<file path="config.mk">
export PLATFORM = sky130hd
export DESIGN_NAME = ext_irq_cond
export DESIGN_NICKNAME = d
export VERILOG_FILES = /design/src/rtl/ext_irq_pkg.sv /design/src/rtl/ext_irq_sync.sv /design/src/rtl/ext_irq_ctrl_reg.sv /design/src/rtl/ext_irq_pin.sv /design/src/rtl/ext_irq_cond.sv
export SDC_FILE = /design/constraint.sdc
export NUM_CORES = 1
export LEC_CHECK = 0
export BUFFER_PORTS_ARGS = -buffer_cell sky130_fd_sc_hd__buf_2
export CAP_MARGIN = 30
export CORE_MARGIN = 5
export CORE_UTILIZATION = 45
export CTS_CLUSTER_SIZE = 30
export DETAILED_ROUTE_END_ITERATION = 7
export PLACE_DENSITY = 0.84
export SETUP_SLACK_MARGIN = 0.1
export SYNTH_ARGS = -nofsm -noshare
export SYNTH_HDL_FRONTEND = slang
export SYNTH_HIERARCHICAL = 1
export SYNTH_SLANG_ARGS = --single-unit
</file>
<file path="constraint.sdc">
create_clock -name clk -period 3.8 [get_ports clk]
set_clock_uncertainty 0.15 [all_clocks]
set_input_delay 0.38 -clock clk [delete_from_list [all_inputs] [get_ports clk]]
set_output_delay 0.38 -clock clk [all_outputs]
set_load 0.005 [all_outputs]
</file>
<file path="src/rtl/ext_irq_pkg.sv">
package ext_irq_pkg;

   localparam int CTRL_W    = 32;
   localparam int MAX_PINS  = 4;
   localparam int MEE_BIT   = 12;
   localparam int ROUTE_BIT = 0;

   typedef enum logic [1:0] {
      SENSE_LVL_HI = 2'd0,
      SENSE_RISE   = 2'd1,
      SENSE_FALL   = 2'd2,
      SENSE_LVL_LO = 2'd3
   } sense_e;

   function automatic int en_bit(input int n);
      return 11 - n;
   endfunction

   function automatic int ack_bit(input int n);
      return 27 - n;
   endfunction

   function automatic int sense_lsb(input int n);
      return 22 - 2 * n;
   endfunction

   // Bits that the control register stores (acknowledge strobes excluded)
   function automatic logic [CTRL_W-1:0] keep_mask(input int pins);
      logic [CTRL_W-1:0] m;
      m = '0;
      m[MEE_BIT]   = 1'b1;
      m[ROUTE_BIT] = 1'b1;
      for (int n = 0; n < pins; n++) begin
         m[en_bit(n)]        = 1'b1;
         m[sense_lsb(n)]     = 1'b1;
         m[sense_lsb(n) + 1] = 1'b1;
      end
      return m;
   endfunction

endpackage

</file>
<file path="src/rtl/ext_irq_sync.sv">
module ext_irq_sync #(
   parameter int WIDTH  = 4,
   parameter int STAGES = 2
) (
   input  logic             clk,
   input  logic             rst_n,
   input  logic [WIDTH-1:0] d_i,
   output logic [WIDTH-1:0] q_o
);

   logic [STAGES-1:0][WIDTH-1:0] chain_q;

   always_ff @(posedge clk) begin
      if (!rst_n) begin
         chain_q <= '0;
      end else begin
         chain_q[0] <= d_i;
         for (int s = 1; s < STAGES; s++) begin
            chain_q[s] <= chain_q[s-1];
         end
      end
   end

   assign q_o = chain_q[STAGES-1];

endmodule

</file>
<file path="src/rtl/ext_irq_ctrl_reg.sv">
module ext_irq_ctrl_reg
   import ext_irq_pkg::*;
#(
   parameter int NUM_PINS = 4
) (
   input  logic                      clk,
   input  logic                      rst_n,
   input  logic                      we_i,
   input  logic [CTRL_W-1:0]         wdata_i,
   output logic [CTRL_W-1:0]         rdata_o,
   output logic [NUM_PINS-1:0]       pin_en_o,
   output logic [NUM_PINS-1:0][1:0]  pin_sense_o,
   output logic [NUM_PINS-1:0]       ack_o,
   output logic                      master_en_o,
   output logic                      route_o
);

   localparam logic [CTRL_W-1:0] KEEP = keep_mask(NUM_PINS);

   logic [CTRL_W-1:0] ctrl_q;

   always_ff @(posedge clk) begin
      if (!rst_n) begin
         ctrl_q <= '0;
      end else if (we_i) begin
         ctrl_q <= wdata_i & KEEP;
      end
   end

   for (genvar n = 0; n < NUM_PINS; n++) begin : g_field
      localparam int EB = en_bit(n);
      localparam int AB = ack_bit(n);
      localparam int SB = sense_lsb(n);
      assign pin_en_o[n]    = ctrl_q[EB];
      assign pin_sense_o[n] = ctrl_q[SB+1:SB];
      assign ack_o[n]       = we_i & wdata_i[AB];
   end

   assign master_en_o = ctrl_q[MEE_BIT];
   assign route_o     = ctrl_q[ROUTE_BIT];
   assign rdata_o     = ctrl_q;

endmodule

</file>
<file path="src/rtl/ext_irq_pin.sv">
module ext_irq_pin
   import ext_irq_pkg::*;
(
   input  logic       clk,
   input  logic       rst_n,
   input  logic       lvl_i,
   input  logic [1:0] sense_i,
   input  logic       ack_i,
   input  logic       gate_i,
   output logic       req_o
);

   sense_e mode;
   logic   prev_q;
   logic   pend_q;
   logic   hit;
   logic   active;

   assign mode = sense_e'(sense_i);

   always_comb begin
      unique case (mode)
         SENSE_RISE: hit = lvl_i & ~prev_q;
         SENSE_FALL: hit = ~lvl_i & prev_q;
         default:    hit = 1'b0;
      endcase
   end

   // A fresh edge wins over an acknowledge in the same cycle
   always_ff @(posedge clk) begin
      if (!rst_n) begin
         prev_q <= 1'b0;
         pend_q <= 1'b0;
      end else begin
         prev_q <= lvl_i;
         if (hit) begin
            pend_q <= 1'b1;
         end else if (ack_i) begin
            pend_q <= 1'b0;
         end
      end
   end

   always_comb begin
      unique case (mode)
         SENSE_LVL_HI: active = lvl_i;
         SENSE_LVL_LO: active = ~lvl_i;
         default:      active = pend_q;
      endcase
   end

   assign req_o = gate_i & active;

endmodule

</file>
<file path="src/rtl/ext_irq_cond.sv">
module ext_irq_cond
   import ext_irq_pkg::*;
#(
   parameter int NUM_PINS    = 4,
   parameter int SYNC_STAGES = 2
) (
   input  logic                 clk,
   input  logic                 rst_n,
   input  logic                 ctl_we,
   input  logic [31:0]          ctl_wdata,
   output logic [31:0]          ctl_rdata,
   input  logic [NUM_PINS-1:0]  ext_pin_i,
   output logic [NUM_PINS-1:0]  req_o,
   output logic                 crit_route_o
);

   if (NUM_PINS < 1 || NUM_PINS > MAX_PINS) begin : g_bad_pins
      $error("ext_irq_cond: NUM_PINS must lie in 1..4");
   end
   if (SYNC_STAGES < 2) begin : g_bad_sync
      $error("ext_irq_cond: SYNC_STAGES must be at least 2");
   end

   logic [NUM_PINS-1:0]      pin_sync;
   logic [NUM_PINS-1:0]      pin_en;
   logic [NUM_PINS-1:0][1:0] pin_sense;
   logic [NUM_PINS-1:0]      pin_ack;
   logic                     master_en;

   ext_irq_sync #(
      .WIDTH  (NUM_PINS),
      .STAGES (SYNC_STAGES)
   ) u_sync (
      .clk   (clk),
      .rst_n (rst_n),
      .d_i   (ext_pin_i),
      .q_o   (pin_sync)
   );

   ext_irq_ctrl_reg #(
      .NUM_PINS (NUM_PINS)
   ) u_ctrl (
      .clk         (clk),
      .rst_n       (rst_n),
      .we_i        (ctl_we),
      .wdata_i     (ctl_wdata),
      .rdata_o     (ctl_rdata),
      .pin_en_o    (pin_en),
      .pin_sense_o (pin_sense),
      .ack_o       (pin_ack),
      .master_en_o (master_en),
      .route_o     (crit_route_o)
   );

   for (genvar n = 0; n < NUM_PINS; n++) begin : g_pin
      ext_irq_pin u_pin (
         .clk     (clk),
         .rst_n   (rst_n),
         .lvl_i   (pin_sync[n]),
         .sense_i (pin_sense[n]),
         .ack_i   (pin_ack[n]),
         .gate_i  (pin_en[n] & master_en),
         .req_o   (req_o[n])
      );
   end

endmodule

</file>
* Yosys cells after proc, flatten, opt, wreduce, memory -nomap -nowiden
Index checks and enable logic that the tools add are counted.
Cells by class: multiplexer cells 16, equality and inequality tests 12, reduce and logical (&&, ||, !) cells 8, bitwise logic cells 28
Operators with widths (number):
- $and 1x1->1 | 20
- $eq 2x2->1 const B | 8
- $pmux 1 s2 | 8
- $eq 2x1->1 const B | 4
- $logic_not 2->1 | 4
- $mux 1 | 8
- $not 1->1 | 8
- $reduce_bool 2->1 | 4
Word-level totals: logic and storage cells 75, output and inout port bits 37, bits in registers 30

* Depth between registers and ports, before layout
depth after elaboration 4, gate-level depth with buffers 5, gate-level depth less buffers 5

* By module
The synthesis kept the hierarchy.
Modules (own cells, without submodules):
- ext_irq_ctrl_reg | cells an instance 82, area each 817.0 um^2, seq. area each 280.3 um^2, times used 1
- ext_irq_pin | cells an instance 18, area each 163.9 um^2, seq. area each 40.0 um^2, times used 4
- ext_irq_sync | cells an instance 20, area each 240.2 um^2, seq. area each 160.2 um^2, times used 1
- ext_irq_cond | cells an instance 4, area each 25.0 um^2, seq. area each 0.0 um^2, times used 1

* Worst setup path before layout
Ideal clock, no wire load.
path kind register to output, start point register u_ctrl.ctrl_q[22] (netlist: u_ctrl/rdata_o[22]), end point output port req_o[0], arrival 1.007 ns, required time 3.270 ns, stages on the path, launching flop included 6, path slack 2.263 ns, path through dfxtp_1 inv_1 ha_1 nand2_1 o21ai_1 and2_1
Between the ends: word-level cells in the longest chain between the ends 3
Ends and longest elaborated chain:
- start, declared | line ext_irq_ctrl_reg.sv:20 | logic [CTRL_W-1:0] ctrl_q;
- start signal, assigned | line ext_irq_ctrl_reg.sv:26 | ctrl_q <= wdata_i & KEEP;
- $eq 2x2->1 or $logic_not 2->1 (tied branches) | line ext_irq_pin.sv:45 | unique case (mode)
- $pmux 1 s2 * | line ext_irq_pin.sv:45
- $and 1x1->1 * | line ext_irq_pin.sv:52 | assign req_o = gate_i & active;
- end, declared | line ext_irq_cond.sv:13 | output logic [NUM_PINS-1:0] req_o,
Mark *: on every way between the ends. The rest lies on a longest branch, timed or not.

* Worst setup path after layout
start point register u_ctrl.ctrl_q[16] (netlist: u_ctrl/rdata_o[16]), end point output port req_o[3]
The elaborated chain is that of the path after synthesis.

==> flow_metrics.env <==
export IMPL_yosysTopAreaCell="dfxtp_1"
export IMPL_crit_type="flop to output port"
export IMPL_drt_pass1_iterations=4
export IMPL_post_dp_cell_area_sq_um=1770
export IMPL_worst_setup_path_end_kind="output port"
export IMPL_ant_nets=0
export IMPL_worstPathArrival_ns=1.49
export IMPL_clockBufferDepth=2
export IMPL_area_growth_pct=8.28
export IMPL_synthTopCellsByCount="36 x buf_4, 30 x dfxtp_1, 18 x mux2i_1"
export IMPL_finalNetCount=261
export IMPL_drtIter0Drc=33
export IMPL_slew_viol_final=0
export IMPL_antenna_found_initial=0
export IMPL_drc=0
export IMPL_place_gp_congestion=0.724
export IMPL_maxCapViolCount=0
export IMPL_synth_ff_type="dfxtp_1"
export IMPL_synth_area_per_cell_sq_um=9.76
export IMPL_syn_area_sq_um=1740
export IMPL_holdCritPathClass="input pin to flop"
export IMPL_outcome="finished clean"
export IMPL_synth_seq_area_share=0.346
export IMPL_hold_viol_final=0
export IMPL_synth_top_area_share=0.346
export IMPL_ctsResizeCount=0
export IMPL_cts_sinks=30
export IMPL_hold_path_depth=2
export IMPL_setup_viol=0
export IMPL_yosysWarnings=6
export IMPL_ir_drop_mv=0.176
export IMPL_tns_ns=0
export IMPL_dp_hpwl_mm=2.11
export IMPL_drive_above_1_share=0.285
export IMPL_power_mw=0.715
export IMPL_gr_total_overflow=0
export IMPL_dieArea_sq_um=5200
export IMPL_path_clk_slew_ns=0.06
export IMPL_fillers=364
export IMPL_setup_slack_ns=1.78
export IMPL_power_per_cell_area_nw_per_um2=380
export IMPL_cp_start_kind="flop"
export IMPL_synth_cells=178
export IMPL_cts_buffers=5
export IMPL_num_rows=22
export IMPL_synthTopCellsByArea="dfxtp_1 35%, buf_4 16%, ha_1 12%"
export IMPL_via_per_inst=4.40
export IMPL_cts_tree="yes"
export IMPL_die_x_microns=72.1
export IMPL_wl_mm=2.79
export IMPL_grt_pass1_wl_mm=4.48
export IMPL_die_h_microns=72.1
export IMPL_initial_core_util=0.471
export IMPL_stdcell_area_sq_um=1880
export IMPL_wl_per_cell_microns=11.0
export IMPL_grt_max_degree=35
export IMPL_postCtsHoldBufs=0
export IMPL_synth_edf_count=0
export IMPL_track_usage=0.112
export IMPL_grt_pass1_vias=1041
export IMPL_placedCellCount=247
export IMPL_port_buffers=43
export IMPL_finalCritPeriodShare=0.532
export IMPL_yosysMostFrequentCell="buf_4"
export IMPL_synth_cell_type_count=17
export IMPL_stdcell_count=255
export IMPL_post_place_ws_ns=2.07
export IMPL_path_max_fanout=5
export IMPL_async_reset_ff_frac=0
export IMPL_cts_root_buf="clkbuf_8"
export IMPL_reg2reg_depth=5
export IMPL_cp_required_ns=3.27
export IMPL_io_pins=76
export IMPL_vias=1121
export IMPL_power_leakage_nw=0.945
export IMPL_clk_latency_ns=0.28
export IMPL_min_period_ns=2.02
export IMPL_maxClockFrequency_mhz=495
export IMPL_diodes=0
export IMPL_grt_setup_unrepaired="false"
export IMPL_htreeDepth=2
export IMPL_synth_seq_cells=30
export IMPL_coreArea_sq_um=3690
export IMPL_postCtsSetupBuffers=0
==> final timing paths <==
| check | from | end | slack [ns] |
|---|---|---|---|
| worst min register to register | u_sync/chain_q[2] | u_sync/q_o[2] | 0.28 |
| worst max register to register | u_ctrl/rdata_o[20] | g_pin[1].u_pin/pend_q | 2.50 |
| worst max-delay path | u_ctrl/rdata_o[16] | req_o[3] | 1.78 |
| worst min-delay path | ext_pin_i[2] | u_sync/chain_q[2] | 0.15 |
==> per-stage QoR <==
step / utilization / hold WS (ns)
6_report: 0.510 / 0.148
5_1_grt: 0.510 / 0.150
4_1_cts: 0.510 / 0.140
3_5_place_dp: 0.480 / 0.268
3_3_place_gp: 0.480 / 0.264
2_1_floorplan: - / 0.262
==> worst max-delay path, stage by stage (launching register included) <==
cell	delay, ns
dfxtp_1	0.39
inv_1	0.09
ha_1	0.34
nand2_1	0.08
o21ai_1	0.05
and2_1	0.15
buf_2	0.12
==> placed cells by master, fill, tap and decap left out, drive strengths merged, types with 8 or more instances in the layout <==
cell type	count
and2	24
nor2b	14
nand2	8
dfxtp	30
conb	18
o21ai	8
mux2i	18
clkbuf	8
buf	43
inv	8
ha	16
==> metal layers <==
layer,vias up,GRT usage,share of wire
met5,-,0,0
met2,44,0.187,0.46
met3,7,0.0499,0.10
met1,498,0.123,0.43
li1,572,-,-
met4,0,0.0438,0.013
==> power by group <==
| part | total (mW) | leakage, nW | switching [mW] | internal, mW |
|---|---|---|---|---|
| sequential | 0.341 | 0.247 | 0.0121 | 0.329 |
| combinational | 0.0761 | 0.641 | 0.0367 | 0.0393 |
| clock | 0.298 | 0.0575 | 0.115 | 0.183 |
==> cell families after synthesis <==
family / Yosys count / share of synthesized area
simple gates: 54 / 0.197
buf+inv: 47 / 0.193
flops: 30 / 0.346
mux: 18 / 0.104
fa+ha+maj: 16 / 0.115
compound gates: 12 / 0.0432
other cells: 1 / 0.00216
==> state kept, by name, indices dropped and copies added (netlist names) <==
| register | count |
|---|---|
| g_pin.u_pin/pend_q | 4 |
| g_pin.u_pin/prev_q | 4 |
| u_ctrl/rdata_o | 14 |
| u_sync/chain_q | 4 |
| u_sync/q_o | 4 |
==> cell type report <==
cell class | instances | area, sq um | share of cell area
multi-input combinational | 118 | 866 | 0.460
sequential | 30 | 601 | 0.319
timing repair buffer | 43 | 215 | 0.114
clock buffer | 8 | 110 | 0.0585
tap | 48 | 60.1 | 0.0319
inverter | 8 | 30.0 | 0.0160
Note: power is estimated with default switching activity, not from simulation.
